===== src/rtl/sine_shaper_pkg.sv =====
package sine_shaper_pkg;

    localparam int ACC_W = 48;
    localparam int CW    = 16;

    typedef logic signed [ACC_W-1:0] acc_t;

    typedef struct packed {
        logic signed [CW-1:0] fb0;
        logic signed [CW-1:0] fb1;
    } coef_pair_t;

    typedef enum logic [1:0] {
        LVL_ZERO = 2'd0,
        LVL_POS  = 2'd1,
        LVL_NEG  = 2'd2
    } level_e;

    // Nearest representable coefficient with frac fractional bits.
    function automatic logic signed [CW-1:0] q_coef(input real c, input int frac);
        return CW'($rtoi($floor(c * (2.0 ** frac) + 0.5)));
    endfunction

    // Feedback weights per section index.
    function automatic coef_pair_t sect_fb(input int idx, input int frac);
        coef_pair_t r;
        if (idx == 0) begin
            r.fb0 = q_coef(-0.75, frac);
            r.fb1 = q_coef(0.5625, frac);
        end else begin
            r.fb0 = q_coef(-0.3438, frac);
            r.fb1 = q_coef(1.0, frac);
        end
        return r;
    endfunction

    // Clamp a wide value into the w-bit signed range.
    function automatic acc_t sat_w(input acc_t v, input int w);
        acc_t hi;
        acc_t lo;
        hi = (acc_t'(1) <<< (w - 1)) - acc_t'(1);
        lo = -(acc_t'(1) <<< (w - 1));
        if (v > hi) return hi;
        if (v < lo) return lo;
        return v;
    endfunction

    // Fixed-point product, rounded half up.
    function automatic acc_t mul_rnd(input acc_t a, input acc_t c, input int frac);
        acc_t p;
        p = a * c;
        return (p + (acc_t'(1) <<< (frac - 1))) >>> frac;
    endfunction

endpackage


===== src/rtl/sine_level_map.sv =====
module sine_level_map
    import sine_shaper_pkg::*;
#(
    parameter int W    = 24,
    parameter int FRAC = 14
) (
    input  logic                en_i,
    input  logic                sq_i,
    output logic signed [W-1:0] level_o
);

    localparam logic signed [W-1:0] ONE = W'(1) <<< FRAC;

    level_e sel;

    always_comb begin
        if (!en_i)     sel = LVL_ZERO;
        else if (sq_i) sel = LVL_POS;
        else           sel = LVL_NEG;
    end

    always_comb begin
        unique case (sel)
            LVL_POS: level_o = ONE;
            LVL_NEG: level_o = -ONE;
            default: level_o = '0;
        endcase
    end

endmodule


===== src/rtl/sine_biquad_sect.sv =====
module sine_biquad_sect
    import sine_shaper_pkg::*;
#(
    parameter int         W    = 24,
    parameter int         FRAC = 14,
    parameter coef_pair_t FB   = '0
) (
    input  logic                clk,
    input  logic                rst,
    input  logic signed [W-1:0] x_i,
    output logic signed [W-1:0] y_o
);

    logic signed [W-1:0] s0_q;
    logic signed [W-1:0] s1_q;
    acc_t x_w, y_w, s0_n, s1_n;

    always_comb begin
        x_w  = acc_t'(x_i);
        y_w  = sat_w(acc_t'(s1_q) + x_w, W);
        s0_n = sat_w(x_w + mul_rnd(y_w, acc_t'(FB.fb0), FRAC), W);
        s1_n = sat_w(acc_t'(s0_q) + (x_w <<< 1)
                     + mul_rnd(y_w, acc_t'(FB.fb1), FRAC), W);
    end

    always_ff @(posedge clk) begin
        if (rst) begin
            s0_q <= '0;
            s1_q <= '0;
        end else begin
            s0_q <= W'(s0_n);
            s1_q <= W'(s1_n);
        end
    end

    assign y_o = W'(y_w);

endmodule


===== src/rtl/sine_stage_scale.sv =====
module sine_stage_scale
    import sine_shaper_pkg::*;
#(
    parameter int W     = 24,
    parameter int SHIFT = 3
) (
    input  logic                clk,
    input  logic                rst,
    input  logic signed [W-1:0] d_i,
    output logic signed [W-1:0] q_o
);

    localparam acc_t RND = acc_t'(1) <<< (SHIFT - 1);

    acc_t scaled;

    always_comb scaled = (acc_t'(d_i) + RND) >>> SHIFT;

    always_ff @(posedge clk) begin
        if (rst) q_o <= '0;
        else     q_o <= W'(scaled);
    end

endmodule


===== src/rtl/sine_shaper_filter.sv =====
module sine_shaper_filter
    import sine_shaper_pkg::*;
#(
    parameter int W           = 24,
    parameter int FRAC        = 14,
    parameter int STAGE_SHIFT = 3
) (
    input  logic                clk,
    input  logic                rst,
    input  logic                en_i,
    input  logic                sq_i,
    output logic signed [W-1:0] sample_o
);

    localparam int NSECT = 2;

    logic signed [W-1:0] level;
    logic signed [W-1:0] stage_q;
    logic signed [W-1:0] sample_q;
    logic signed [W-1:0] sect_in  [NSECT];
    logic signed [W-1:0] sect_out [NSECT];

    sine_level_map #(.W(W), .FRAC(FRAC)) u_map (
        .en_i    (en_i),
        .sq_i    (sq_i),
        .level_o (level)
    );

    assign sect_in[0] = level;
    assign sect_in[1] = stage_q;

    for (genvar i = 0; i < NSECT; i++) begin : gen_sect
        sine_biquad_sect #(
            .W    (W),
            .FRAC (FRAC),
            .FB   (sect_fb(i, FRAC))
        ) u_sect (
            .clk (clk),
            .rst (rst),
            .x_i (sect_in[i]),
            .y_o (sect_out[i])
        );
    end

    sine_stage_scale #(.W(W), .SHIFT(STAGE_SHIFT)) u_stage (
        .clk (clk),
        .rst (rst),
        .d_i (sect_out[0]),
        .q_o (stage_q)
    );

    always_ff @(posedge clk) begin
        if (rst) sample_q <= '0;
        else     sample_q <= sect_out[NSECT-1];
    end

    assign sample_o = sample_q;

endmodule


===== config.mk =====
export PLATFORM = sky130hd
export DESIGN_NAME = sine_shaper_filter
export DESIGN_NICKNAME = d
export VERILOG_FILES = /design/src/rtl/sine_shaper_pkg.sv /design/src/rtl/sine_level_map.sv /design/src/rtl/sine_biquad_sect.sv /design/src/rtl/sine_stage_scale.sv /design/src/rtl/sine_shaper_filter.sv
export SDC_FILE = /design/constraint.sdc
export NUM_CORES = 1
export LEC_CHECK = 0
export BUFFER_PORTS_ARGS = -buffer_cell sky130_fd_sc_hd__buf_2
export CAP_MARGIN = 40
export CORE_ASPECT_RATIO = 0.6
export CORE_MARGIN = 1
export CORE_UTILIZATION = 25
export CTS_CLUSTER_DIAMETER = 80
export DETAILED_ROUTE_END_ITERATION = 8
export PLACE_DENSITY = 0.37
export SKIP_LAST_GASP = 1
export SLEW_MARGIN = 20
export SYNTH_ARGS = -nofsm -noshare
export SYNTH_HDL_FRONTEND = slang
export SYNTH_SLANG_ARGS = --single-unit

===== constraint.sdc =====
create_clock -name clk -period 18.5 [get_ports clk]
set_clock_uncertainty 0.2 [all_clocks]
set_input_delay 3.7 -clock clk [delete_from_list [all_inputs] [get_ports clk]]
set_output_delay 3.7 -clock clk [all_outputs]
set_load 0.005 [all_outputs]

==> flow_metrics.env <==
export IMPL_vias_per_cell=4.66
export IMPL_crit_required_ns=18.73
export IMPL_start_kind="flip-flop"
export IMPL_dpl_hpwl_um=76000
export IMPL_antennaDiodeCount=0
export IMPL_ys_seq_area_frac=0.107
export IMPL_die_height_um=254
export IMPL_start_util=0.253
export IMPL_vias=21800
export IMPL_grt_antenna_before_repair=0
export IMPL_rows=92
export IMPL_cp_arrival_ns=15.69
export IMPL_drtPass1Iterations=7
export IMPL_fmax_ghz=0.0647
export IMPL_relSlewSlack=0.275
export IMPL_ys_types=91
export IMPL_cts_resized=0
export IMPL_routedWlPerCell_um=18.9
export IMPL_critPathTopFamily="compound AO/OA/AOI/OAI gates"
export IMPL_grt_util_all_layers=0.167
export IMPL_min_period_ns=15.46
export IMPL_cp_common_cell="fa_1"
export IMPL_crit_path_end_kind="flip-flop"
export IMPL_cts_made_buffers=17
export IMPL_grt_pass1_wl_um=135000
export IMPL_critPathBufInv=7
export IMPL_async_flop_share=0
export IMPL_critPathMaxFanout=20
export IMPL_cts_root_buffer="clkbuf_16"
export IMPL_path_class="reg -> reg"
export IMPL_syn_nets=3897
export IMPL_antenna_left=0
export IMPL_pre_cts_ws_ns=2.81
export IMPL_synth_edf_count=0
export IMPL_die_area_um2=108000
export IMPL_area_delta_synth_final_pct=10.2
export IMPL_cts_path_max_buffers=2
export IMPL_min_path_type="reg -> reg"
export IMPL_clk_latency_ns=0.50
export IMPL_drt_wl_total_um=88600
export IMPL_setup_tns_final_ns=0
export IMPL_tightest_slew_ns=1.09
export IMPL_rsz0062_at_grt="false"
export IMPL_maxCapViolations=0
export IMPL_drt_iter0_drc=1560
export IMPL_path_clk_slew_ns=0.07
export IMPL_grt_pass1_vias=20800
export IMPL_hold_buffers=0
export IMPL_fin_crit_sh=0.836
export IMPL_synth_seq_cells=142
export IMPL_r2r_setup_slack_ns=3.04
export IMPL_finalSetupViolCount=0
export IMPL_io_pins=28
export IMPL_postSynthAreaPerCell_um2=8.26
export IMPL_grt_max_degree=54
export IMPL_cts_tree="yes"
export IMPL_maxSlewViolCount=0
export IMPL_critPathMaxStageDelay_ns=0.64
export IMPL_post_cts_setup_buffers=0
export IMPL_outcome="finished, final reports clean"
export IMPL_final_setup_worst_slack_ns=3.04
export IMPL_layout_drive_gt1_share=0.0490
export IMPL_drc_errors=0
export IMPL_synth_cells=3214
export IMPL_core_area_um2=105000
export IMPL_htreeDepth=4
export IMPL_fin_nets=3937
export IMPL_die_x_um=423
export IMPL_cp_slowest_cell="a211oi_1"
export IMPL_port_buffers=27
export IMPL_grt_overflow_total=0
export IMPL_finalHoldViolations=0
export IMPL_place_congestion=0.841
export IMPL_dpl_instance_area_um2=28600
export IMPL_synth_area_um2=26500
export IMPL_cts_num_sinks=142
export IMPL_synthFlopType="dfxtp_1"
export IMPL_ys_warnings_count=0
export IMPL_fillers=11500
export IMPL_post_route_cell_area_um2=29300
placed cells by master (no fill, tap or decap), types with 33 or more instances in the layout:
master / count
a211oi_1: 36
a21o_1: 79
a21oi_1: 198
buf_4: 43
dfxtp_1: 142
fa_1: 244
ha_1: 435
inv_1: 611
nand2_1: 151
nand3_1: 54
nand4_1: 33
nor2_1: 221
nor3_1: 55
o21a_1: 60
o21ai_0: 135
xnor2_1: 159
xor2_1: 93
layout make-up:
type	count	area (um2)	area share
clock buffer	17	425	0.0145
clock inverter	15	163	0.00556
inverter	613	2300	0.0786
multi-input combinational	2402	21200	0.726
sequential	142	2840	0.0972
tap	1410	1760	0.0603
timing repair buffer	78	533	0.0182
routing by layer:
metal | vias to the layer above | track usage | share of wire
met2 | 451 | 0.180 | 0.31
met1 | 10300 | 0.308 | 0.64
met4 | 0 | 0.0286 | 0.0069
met5 | - | 0 | 0
met3 | 21 | 0.0234 | 0.051
li1 | 11000 | - | -
sequential cells by signal, indices dropped and copies added, names as in the netlist:
register and flops:
gen_sect.u_sect.s1_q 48, u_stage.q_o 22, gen_sect.u_sect.s0_q 48, sample_o 24
worst paths after layout:
kind                                                  from                    endpoint  depth (start not counted)
worst max register to register              u_stage.q_o[4]  gen_sect[1].u_sect.s0_q[2]                         50
worst min register to register  gen_sect[1].u_sect.s0_q[0]  gen_sect[1].u_sect.s1_q[0]                          3
worst max-delay path                        u_stage.q_o[4]  gen_sect[1].u_sect.s0_q[2]                         50
worst min-delay path            gen_sect[1].u_sect.s0_q[0]  gen_sect[1].u_sect.s1_q[0]                          3
synth_stat cells, types with 11 or more instances:
library cell	number	share of area
o21bai_1	22	0.0062
nand4_1	33	0.0078
nor3b_1	11	0.0031
o31ai_1	30	0.0085
nor4_1	11	0.0026
nor2_1	221	0.031
nand2b_1	29	0.0068
o21ai_0	135	0.025
inv_1	611	0.086
xnor2_1	159	0.052
a31oi_1	29	0.0068
nand3_1	54	0.010
a211oi_1	36	0.010
ha_1	435	0.21
a21boi_0	16	0.0045
o21a_1	60	0.017
fa_1	244	0.18
and3_1	27	0.0064
and2_1	32	0.0075
dfxtp_1	142	0.11
nor3_1	55	0.010
a21o_1	79	0.022
nor2b_1	23	0.0054
o211ai_1	18	0.0051
nand2_1	151	0.021
xor2_1	93	0.031
a21oi_1	199	0.038
clkbuf_1	48	0.0068
worst register-to-register path: cells and delay by family (launching register included):
kind / cells / cell delay [ns]
compound gates: 19 / 6.32
xor+xnor: 2 / 0.35
fa+ha+maj: 10 / 4.14
buf+inv: 7 / 1.02
flops: 1 / 0.53
simple gates: 12 / 2.90
cells by family (layout without fill, tap and decap cells):
kind of cell               count (synthesis)  count (layout)  share of synthesized area
xor gates and xnor gates                 252             252                     0.0832
and+or+nand+nor                          710             710                      0.132
AOI/OAI and AO/OA                        752             752                      0.189
buffers and inverters                    670             723                     0.0956
muxes                                      6               6                    0.00236
DFF                                      142             142                      0.107
adders and majority gates                682             682                      0.390
per-stage QoR:
step / utilization / std cells / hold WS (ns)
floorplan: - / 3214 / 0.301
global placement: 0.272 / 4633 / 0.465
detailed placement: 0.273 / 4642 / 0.427
CTS: 0.278 / 4674 / 0.454
global route: 0.278 / 4677 / 0.491
finish: 0.278 / 4677 / 0.455
Power is not shown: default switching activity piles up to over one toggle a cycle in this logic, so the estimate is an artifact.
